File: config.mk
export PLATFORM = sky130hd
export DESIGN_NAME = nt_link_activation
export DESIGN_NICKNAME = d
export VERILOG_FILES = /design/src/rtl/nt_act_pkg.sv /design/src/rtl/nt_drain_timer.sv /design/src/rtl/nt_link_fsm.sv /design/src/rtl/nt_status_select.sv /design/src/rtl/nt_tx_encode.sv /design/src/rtl/nt_link_activation.sv
export SDC_FILE = /design/constraint.sdc
export NUM_CORES = 1
export LEC_CHECK = 0
export BUFFER_PORTS_ARGS = -buffer_cell sky130_fd_sc_hd__clkbuf_2
export CORE_ASPECT_RATIO = 0.7
export CORE_MARGIN = 4
export CORE_UTILIZATION = 45
export CTS_BUF_LIST = sky130_fd_sc_hd__clkbuf_16
export CTS_CLUSTER_DIAMETER = 150
export DETAILED_ROUTE_END_ITERATION = 12
export PLACE_DENSITY = 0.65
export SETUP_SLACK_MARGIN = 0.2
export SLEW_MARGIN = 15
export SYNTH_ARGS = -nofsm -noshare
export SYNTH_HDL_FRONTEND = slang
export SYNTH_SLANG_ARGS = --single-unit
File: constraint.sdc
create_clock -name clk -period 3.8 [get_ports clk]
set_input_delay 0.76 -clock clk [delete_from_list [all_inputs] [get_ports clk]]
set_output_delay 0.76 -clock clk [all_outputs]
set_load 0.02 [all_outputs]
File: src/rtl/nt_act_pkg.sv
`timescale 1ns/1ps
package nt_act_pkg;

    typedef enum logic [1:0] {
        LS_IDLE   = 2'd0,
        LS_ARMING = 2'd1,
        LS_UP     = 2'd2,
        LS_DRAIN  = 2'd3
    } link_state_e;

    typedef enum logic [2:0] {
        TX_INFO0 = 3'b000,
        TX_INFO2 = 3'b010,
        TX_INFO4 = 3'b100
    } tx_code_e;

    typedef struct packed {
        link_state_e state;
    } fsm_regs_t;

    typedef struct packed {
        logic sel_sync;
    } sel_regs_t;

    typedef struct packed {
        logic adapt_en;
    } cfg_regs_t;

endpackage

File: src/rtl/nt_drain_timer.sv
`timescale 1ns/1ps
module nt_drain_timer #(
    parameter int unsigned TICKS = 32
) (
    input  logic clk,
    input  logic rst,
    input  logic run,
    output logic expire
);
    localparam int unsigned CW = (TICKS > 2) ? $clog2(TICKS) : 1;
    localparam logic [CW-1:0] LAST = CW'(TICKS - 1);

    typedef struct packed {
        logic [CW-1:0] cnt;
    } tmr_regs_t;

    tmr_regs_t tmr_d, tmr_q;

    always_comb begin
        tmr_d  = tmr_q;
        expire = run && (tmr_q.cnt == LAST);
        if (run && !expire) begin
            tmr_d.cnt = tmr_q.cnt + CW'(1);
        end else begin
            tmr_d.cnt = '0;
        end
    end

    always_ff @(posedge clk) begin
        if (rst) begin
            tmr_q <= '0;
        end else begin
            tmr_q <= tmr_d;
        end
    end


    cnt_bound_chk: assert property (@(posedge clk) disable iff (rst)
        tmr_q.cnt <= LAST);


    cnt_clear_chk: assert property (@(posedge clk) disable iff (rst)
        !run |=> tmr_q.cnt == '0);

endmodule

File: src/rtl/nt_link_fsm.sv
`timescale 1ns/1ps
module nt_link_fsm
    import nt_act_pkg::*;
(
    input  logic        clk,
    input  logic        rst,
    input  logic        act_req,
    input  logic        deact_req,
    input  logic        frame_lock,
    input  logic        drain_done,
    output link_state_e state
);
    fsm_regs_t fsm_d, fsm_q;

    always_comb begin
        fsm_d = fsm_q;
        unique case (fsm_q.state)
            LS_IDLE: begin
                if (act_req && !deact_req) fsm_d.state = LS_ARMING;
            end
            LS_ARMING: begin
                if (deact_req)       fsm_d.state = LS_DRAIN;
                else if (frame_lock) fsm_d.state = LS_UP;
            end
            LS_UP: begin
                if (deact_req) fsm_d.state = LS_DRAIN;
            end
            LS_DRAIN: begin
                if (drain_done) fsm_d.state = LS_IDLE;
            end
            default: fsm_d.state = LS_IDLE;
        endcase
    end

    always_ff @(posedge clk) begin
        if (rst) begin
            fsm_q.state <= LS_IDLE;
        end else begin
            fsm_q <= fsm_d;
        end
    end

    assign state = fsm_q.state;


    idle_arm_chk: assert property (@(posedge clk) disable iff (rst)
        (fsm_q.state == LS_IDLE) && act_req && !deact_req |=> fsm_q.state == LS_ARMING);


    arm_up_chk: assert property (@(posedge clk) disable iff (rst)
        (fsm_q.state == LS_ARMING) && frame_lock && !deact_req |=> fsm_q.state == LS_UP);


    deact_drain_chk: assert property (@(posedge clk) disable iff (rst)
        (fsm_q.state inside {LS_ARMING, LS_UP}) && deact_req |=> fsm_q.state == LS_DRAIN);


    drain_hold_chk: assert property (@(posedge clk) disable iff (rst)
        (fsm_q.state == LS_DRAIN) && !drain_done |=> fsm_q.state == LS_DRAIN);


    up_hold_chk: assert property (@(posedge clk) disable iff (rst)
        (fsm_q.state == LS_UP) && !deact_req |=> fsm_q.state == LS_UP);

endmodule

File: src/rtl/nt_status_select.sv
`timescale 1ns/1ps
module nt_status_select
    import nt_act_pkg::*;
(
    input  logic clk,
    input  logic rst,
    input  logic act_req,
    input  logic deact_req,
    input  logic frame_start,
    input  logic frame_lock,
    input  logic bus_activity,
    output logic sel_sync,
    output logic status_bit
);
    sel_regs_t sel_d, sel_q;

    always_comb begin
        sel_d = sel_q;
        if (frame_start) begin
            sel_d.sel_sync = act_req && !deact_req;
        end
        status_bit = sel_q.sel_sync ? frame_lock : bus_activity;
    end

    always_ff @(posedge clk) begin
        if (rst) begin
            sel_q <= '0;
        end else begin
            sel_q <= sel_d;
        end
    end

    assign sel_sync = sel_q.sel_sync;


    sel_capture_chk: assert property (@(posedge clk) disable iff (rst)
        frame_start |=> sel_q.sel_sync == $past(act_req && !deact_req));


    sel_hold_chk: assert property (@(posedge clk) disable iff (rst)
        !frame_start |=> $stable(sel_q.sel_sync));

endmodule

File: src/rtl/nt_tx_encode.sv
`timescale 1ns/1ps
module nt_tx_encode
    import nt_act_pkg::*;
(
    input  logic        clk,
    input  logic        rst,
    input  link_state_e state,
    output tx_code_e    code
);
    always_comb begin
        unique case (state)
            LS_ARMING: code = TX_INFO2;
            LS_UP:     code = TX_INFO4;
            default:   code = TX_INFO0;
        endcase
    end


    code_onehot_chk: assert property (@(posedge clk) disable iff (rst)
        $onehot0(code));

endmodule

File: src/rtl/nt_link_activation.sv
`timescale 1ns/1ps
module nt_link_activation
    import nt_act_pkg::*;
#(
    parameter int unsigned CLK_HZ   = 50_000_000,
    parameter int unsigned DRAIN_US = 32_000
) (
    input  logic       clk,
    input  logic       rst,
    input  logic       cfg_fixed_timing,
    input  logic       host_act_req,
    input  logic       host_deact_req,
    input  logic       rx_frame_lock,
    input  logic       rx_bus_activity,
    input  logic       frame_start,
    output logic [2:0] tx_info_code,
    output logic [1:0] link_state,
    output logic       status_bit,
    output logic       status_is_sync,
    output logic       rx_adaptive_en
);
    localparam int unsigned TICKS_PER_US = CLK_HZ / 32'd1_000_000;
    localparam int unsigned DRAIN_TICKS  = TICKS_PER_US * DRAIN_US;

    link_state_e state;
    tx_code_e    code;
    logic        drain_done;
    cfg_regs_t   cfg_d, cfg_q;

    nt_link_fsm u_fsm (
        .clk        (clk),
        .rst        (rst),
        .act_req    (host_act_req),
        .deact_req  (host_deact_req),
        .frame_lock (rx_frame_lock),
        .drain_done (drain_done),
        .state      (state)
    );

    nt_drain_timer #(.TICKS(DRAIN_TICKS)) u_timer (
        .clk    (clk),
        .rst    (rst),
        .run    (state == LS_DRAIN),
        .expire (drain_done)
    );

    nt_status_select u_sel (
        .clk          (clk),
        .rst          (rst),
        .act_req      (host_act_req),
        .deact_req    (host_deact_req),
        .frame_start  (frame_start),
        .frame_lock   (rx_frame_lock),
        .bus_activity (rx_bus_activity),
        .sel_sync     (status_is_sync),
        .status_bit   (status_bit)
    );

    nt_tx_encode u_enc (
        .clk   (clk),
        .rst   (rst),
        .state (state),
        .code  (code)
    );

    always_comb begin
        cfg_d          = cfg_q;
        cfg_d.adapt_en = !cfg_fixed_timing;
    end

    always_ff @(posedge clk) begin
        if (rst) begin
            cfg_q <= '0;
        end else begin
            cfg_q <= cfg_d;
        end
    end

    assign tx_info_code   = code;
    assign link_state     = state;
    assign rx_adaptive_en = cfg_q.adapt_en;


    adapt_follow_chk: assert property (@(posedge clk) disable iff (rst)
        1'b1 |=> rx_adaptive_en == !$past(cfg_fixed_timing));


    info4_only_up_chk: assert property (@(posedge clk) disable iff (rst)
        (tx_info_code == 3'b100) |-> (link_state == 2'd2));

endmodule

# Word-level counts from Yosys, hierarchy flattened
# Index checks and enable logic that the tools add are counted.
# Widths: inputs -> output; s select.
# classes
add_sub_neg,1
mul,0
div,0
n_lt_le_gt_ge,0
n_eq_ne,8
n_shift,0
mux,8
n_bitwise,1
n_reduce_logical,9
# ops
op,n
$add 21x1->21 const B,1
$eq 21x21->1 const B,1
$mux 2,5
$pmux 2 s4,1
$pmux 3 s2,1
$eq 2x2->1 const B,2
$ne 2x2->1 const B,2
$reduce_and 4->1,1
$logic_and 1x1->1,3
$logic_not 1->1,3
$ne 3x3->1 const B,1
$eq 2x1->1 const B,1
$logic_not 2->1,1
$ne 2x1->1 const B,1
$reduce_or 2->1,1
$mux 1,1
$not 1->1,1
# word_totals
ff_bits,25
latch_bits,0
ramBits,0
mem_bits_ro,0
inputBits,8
output_inout_bits,8
elab_cells,31
memories,0

# Depth between registers and ports, before layout
# logic_depth
depth_word,6
mapped_depth,7
mapped_depth_nobuf,6

# Modules after synthesis
# Synthesis repeated with hierarchy kept, for this count alone.
# hier_totals
cells_unflattened,149
hier_area_um2,1311.3
# modules_own_cells
module,n_inst,cells_each,area_each_um2,seq_area_each_um2
nt_drain_timer,1,114,989.7,420.4
nt_link_fsm,1,23,211.5,40.0
nt_status_select,1,5,53.8,20.0
nt_link_activation,1,3,30.0,20.0
nt_tx_encode,1,4,26.3,0.0

# Worst setup path after synthesis
# Ideal clock, no wire load.
# synth_path
path_type,reg2reg
from,reg u_timer.tmr_q[0] in the netlist's numbering
to,reg u_timer.tmr_q[20] in the netlist's numbering
setup_ps,72
arrival_time_ps,1855
t_required_ps,3728
path_slack_ps,1873
stages_incl_launch_ff,8
n_path_buf,2
period_less_slack_ps,1927
path_cell_list,dfxtp_1 ha_1 buf_2 inv_1 or4_1 buf_2 or4_1 a21oi_1
# synth_between
elab_chain_cells,6
word_cells_on_any_way,7
cone_classes,add/sub (1); eq/ne (1); bitwise (1); reduce/logical (4)
# synth_rtl
element,line,rtl
"start, declared",nt_drain_timer.sv:17,"tmr_regs_t tmr_d, tmr_q;"
"start signal, assigned",nt_drain_timer.sv:33,tmr_q <= tmr_d;
branches (longest 6 deep; another with $add 21x1->21),n/a,
# Several ways; the timed one is not identified.
# A chain may end at the register's enable or synchronous reset.

# Final worst setup path
# Ends and elaborated chain as after synthesis.

==> impl_metrics.py <==
metrics = {
    "routing": {
        "vias": 1019,
        "avgViaCountPerCell": 5.28,
        "wl_um": 2390,
        "wl_per_cell_um": 12.4,
        "drtPass1Iterations": 4,
        "drt-initial-drc-count": 41,
        "drc": 0,
        "detail-route-antenna-nets": 0,
    },
    "power_and_ir_drop": {
        "seqPwrFrac_pct": 44.6,
        "power.internal_mw": 0.465,
        "power.leakage_nw": 0.506,
        "combPwrFrac_pct": 19.4,
        "p_sw_mw": 0.179,
        "worst_ir_drop_vdd_mv": 0.309,
        "p_clk_share_pct": 36.0,
        "netSwitchingFraction_pct": 27.8,
        "p_per_area_mw_per_mm2": 448,
    },
    "global_routing": {
        "grt_max_degree": 14,
        "grt_pass1_vias": 931,
        "grt_usage_pct": 14.2,
        "gr-total-overflow": 0,
        "grt_pass1_wl_um": 4160,
        "antenna_found_initial": 0,
    },
    "floorplanning": {
        "coreArea_sq_mm": 0.00257,
        "io_pins": 16,
        "die_y_um": 52.4,
        "die_w_um": 71.4,
        "dieArea_sq_mm": 0.00374,
        "rows": 15,
        "start_util_pct": 49.3,
    },
    "timing": {
        "finalSetupViolations": 0,
        "post-route-period-util_pct": 55.3,
        "slew_viol_final": 0,
        "fmax_ghz": 0.476,
        "setup_slack_ns": 1.70,
        "layout_min_cycle_time_ns": 2.10,
        "hold_violations": 0,
        "skew_ns": 0.00164,
        "tns_ns": 0,
        "rsz0062_at_grt": "false",
    },
    "synth": {
        "synth_area_per_cell_sq_um": 8.68,
        "synth-simple-area-share_pct": 27.2,
        "synth-compound-area-share_pct": 10.6,
        "synthTopCellsByArea": "dfxtp_1 (39%), ha_1 (6.9%), xor2_1 (4.8%), nor2_1 (4.7%), nand3_1 (3.9%)",
        "synth_top_area_share_pct": 39.5,
        "synth.distinct_cells": 35,
        "yosysSeqAreaShare_pct": 39.5,
        "yosys.area_share.adder_pct": 6.91,
        "synth_area_sq_mm": 0.00127,
        "synth_top_family_by_area": "simple AND/OR/NAND/NOR gates",
        "synthesis.instances": 146,
        "synth-xor-area-share_pct": 8.29,
        "synth_seq_cells": 25,
        "yosysTopAreaCell": "dfxtp_1",
        "synthesis.nets": 161,
        "synth_mux_area_share_pct": 2.47,
        "yosysWarnings": 0,
    },
    "cells_and_area": {
        "fin_nets": 175,
        "final_common_cell": "dfxtp_1",
        "drive_gt1_share_pct": 13.8,
        "final_cell_mix": "dfxtp_1 (25), nor2_1 (16), clkbuf_2 (14)",
        "diodes": 0,
        "area_delta_synth_final_pct": 13.3,
    },
    "job": {
        "drv_cap": 0,
    },
    "cts": {
        "cts_tree": "done",
        "post_cts_buffers": 0,
        "path_clk_slew_ns": 0.06,
        "ctsHoldBuffers": 0,
        "clk_latency_ns": 0.26,
        "clock-root-buffer": "clkbuf_16",
        "clock-sinks": 25,
        "cts_resized": 0,
        "h-tree-depth": 1,
        "cts_max_path_buffers": 2,
        "cts-buffers-inserted": 3,
    },
    "critical_path": {
        "slowest_delay_ns": 0.65,
        "cp_common_cell": "or4_1",
        "crit_arrival_ns": 2.29,
        "slowest_stage": "or4_1",
        "critPathTopFamily": "simple AND/OR/NAND/NOR gates",
        "startpoint_type": "register",
        "crit_buf_inv": 1,
        "cp_max_fo": 8,
        "cp.required_ns": 3.99,
        "end_kind": "register",
        "path_class": "reg2reg",
        "worstPathCellList": "ha_1 -> inv_1 -> or4_1 -> or4_1 -> a21oi_1",
    },
    "outcome": {
        "outcome": "complete, no violations",
    },
    "place": {
        "io_buffer_count": 14,
        "dp_hpwl_um": 1780,
        "place_ws_ns": 1.73,
        "gp_congestion": 0.759,
    },
    "min_path": {
        "hold_path.class": "reg2reg",
    },
}
==> area by class of cell <==
class | count | area [sq um]
Inverter | 8 | 30.0
Clock buffer | 3 | 75.1
Multi-Input combinational cell | 107 | 707
Timing Repair Buffer | 15 | 77.6
Tap cell | 34 | 42.5
Clock inverter | 1 | 3.75
Fill cell | 219 | 1130
Sequential cell | 25 | 500
==> cells in the mapped netlist <==
master / number
a2111oi_2: 1
xor2_1: 7
or3_1: 6
dfxtp_1: 25
xnor2_1: 5
a21boi_0: 1
buf_4: 1
and4_1: 1
nor4bb_1: 1
o21bai_1: 2
or4_1: 3
nand3_1: 10
clkbuf_1: 2
a31oi_1: 1
o21a_1: 1
a21oi_1: 8
nor4_1: 2
buf_2: 3
nor2_1: 16
nor2b_1: 1
and4b_1: 1
o21ai_0: 7
and4_2: 1
inv_1: 8
nand4_2: 1
nand2_1: 5
nor3_1: 1
and3_1: 2
conb_1: 1
o31ai_1: 1
mux2i_1: 2
mux2_2: 1
nand2b_1: 5
ha_1: 7
nand4_1: 6
==> state kept, by name, indices dropped and copies added (netlist names) <==
name and flops:
rx_adaptive_en 1, u_fsm.state 2, u_sel.sel_sync 1, u_timer.tmr_q 21
==> through the flow <==
stage	total power, mW	instance area [sq um]	cells	util (%)	hold WS [ns]
floorplan	0.385	1270	146	-	0.441
global placement	0.417	1360	189	52.8	0.459
detailed placement	0.418	1360	189	52.8	0.471
CTS	0.644	1440	193	55.9	0.487
global route	0.673	1440	193	55.9	0.528
finish	0.643	1440	193	55.9	0.479
==> layer usage <==
| layer | vias up | wire length, um | GRT usage [%] |
|---|---|---|---|
| li1 | 538 | - | - |
| met1 | 459 | 1230 | 18.5 |
| met2 | 20 | 994 | 22.1 |
| met3 | 2 | 152 | 5.36 |
| met4 | 0 | 14 | 3.75 |
| met5 | - | 0 | 0 |
==> power groups by stage <==
stage,sequential [mW],clock [mW],combinational (mW)
after CTS,0.287,0.231,0.126
final,0.287,0.232,0.125
after floorplan,0.300,0,0.0846
after global placement,0.292,0,0.125
after global routing,0.289,0.243,0.141
after detailed placement,0.292,0,0.125
==> cell families (layout without fill, tap and decap cells) <==
family | Yosys count | in the layout
xor+xnor | 12 | 12
flops | 25 | 25
fa+ha+maj | 7 | 7
other cells | 1 | 1
compound gates | 22 | 22
buf+inv | 14 | 27
mux | 3 | 3
simple gates | 62 | 62
==> final timing paths <==
kind,from,end,slack [ns],cells after the start
setup / recovery,u_timer.tmr_q[0]$_SDFF_PP0_,u_timer.tmr_q[20]$_SDFF_PP0_,1.70,5
hold / removal,u_timer.tmr_q[0]$_SDFF_PP0_,u_timer.tmr_q[0]$_SDFF_PP0_,0.48,1
setup reg to reg,u_timer.tmr_q[0]$_SDFF_PP0_,u_timer.tmr_q[20]$_SDFF_PP0_,1.70,5
hold reg to reg,u_timer.tmr_q[0]$_SDFF_PP0_,u_timer.tmr_q[0]$_SDFF_PP0_,0.48,1
Power figures use the tool's default switching activity.
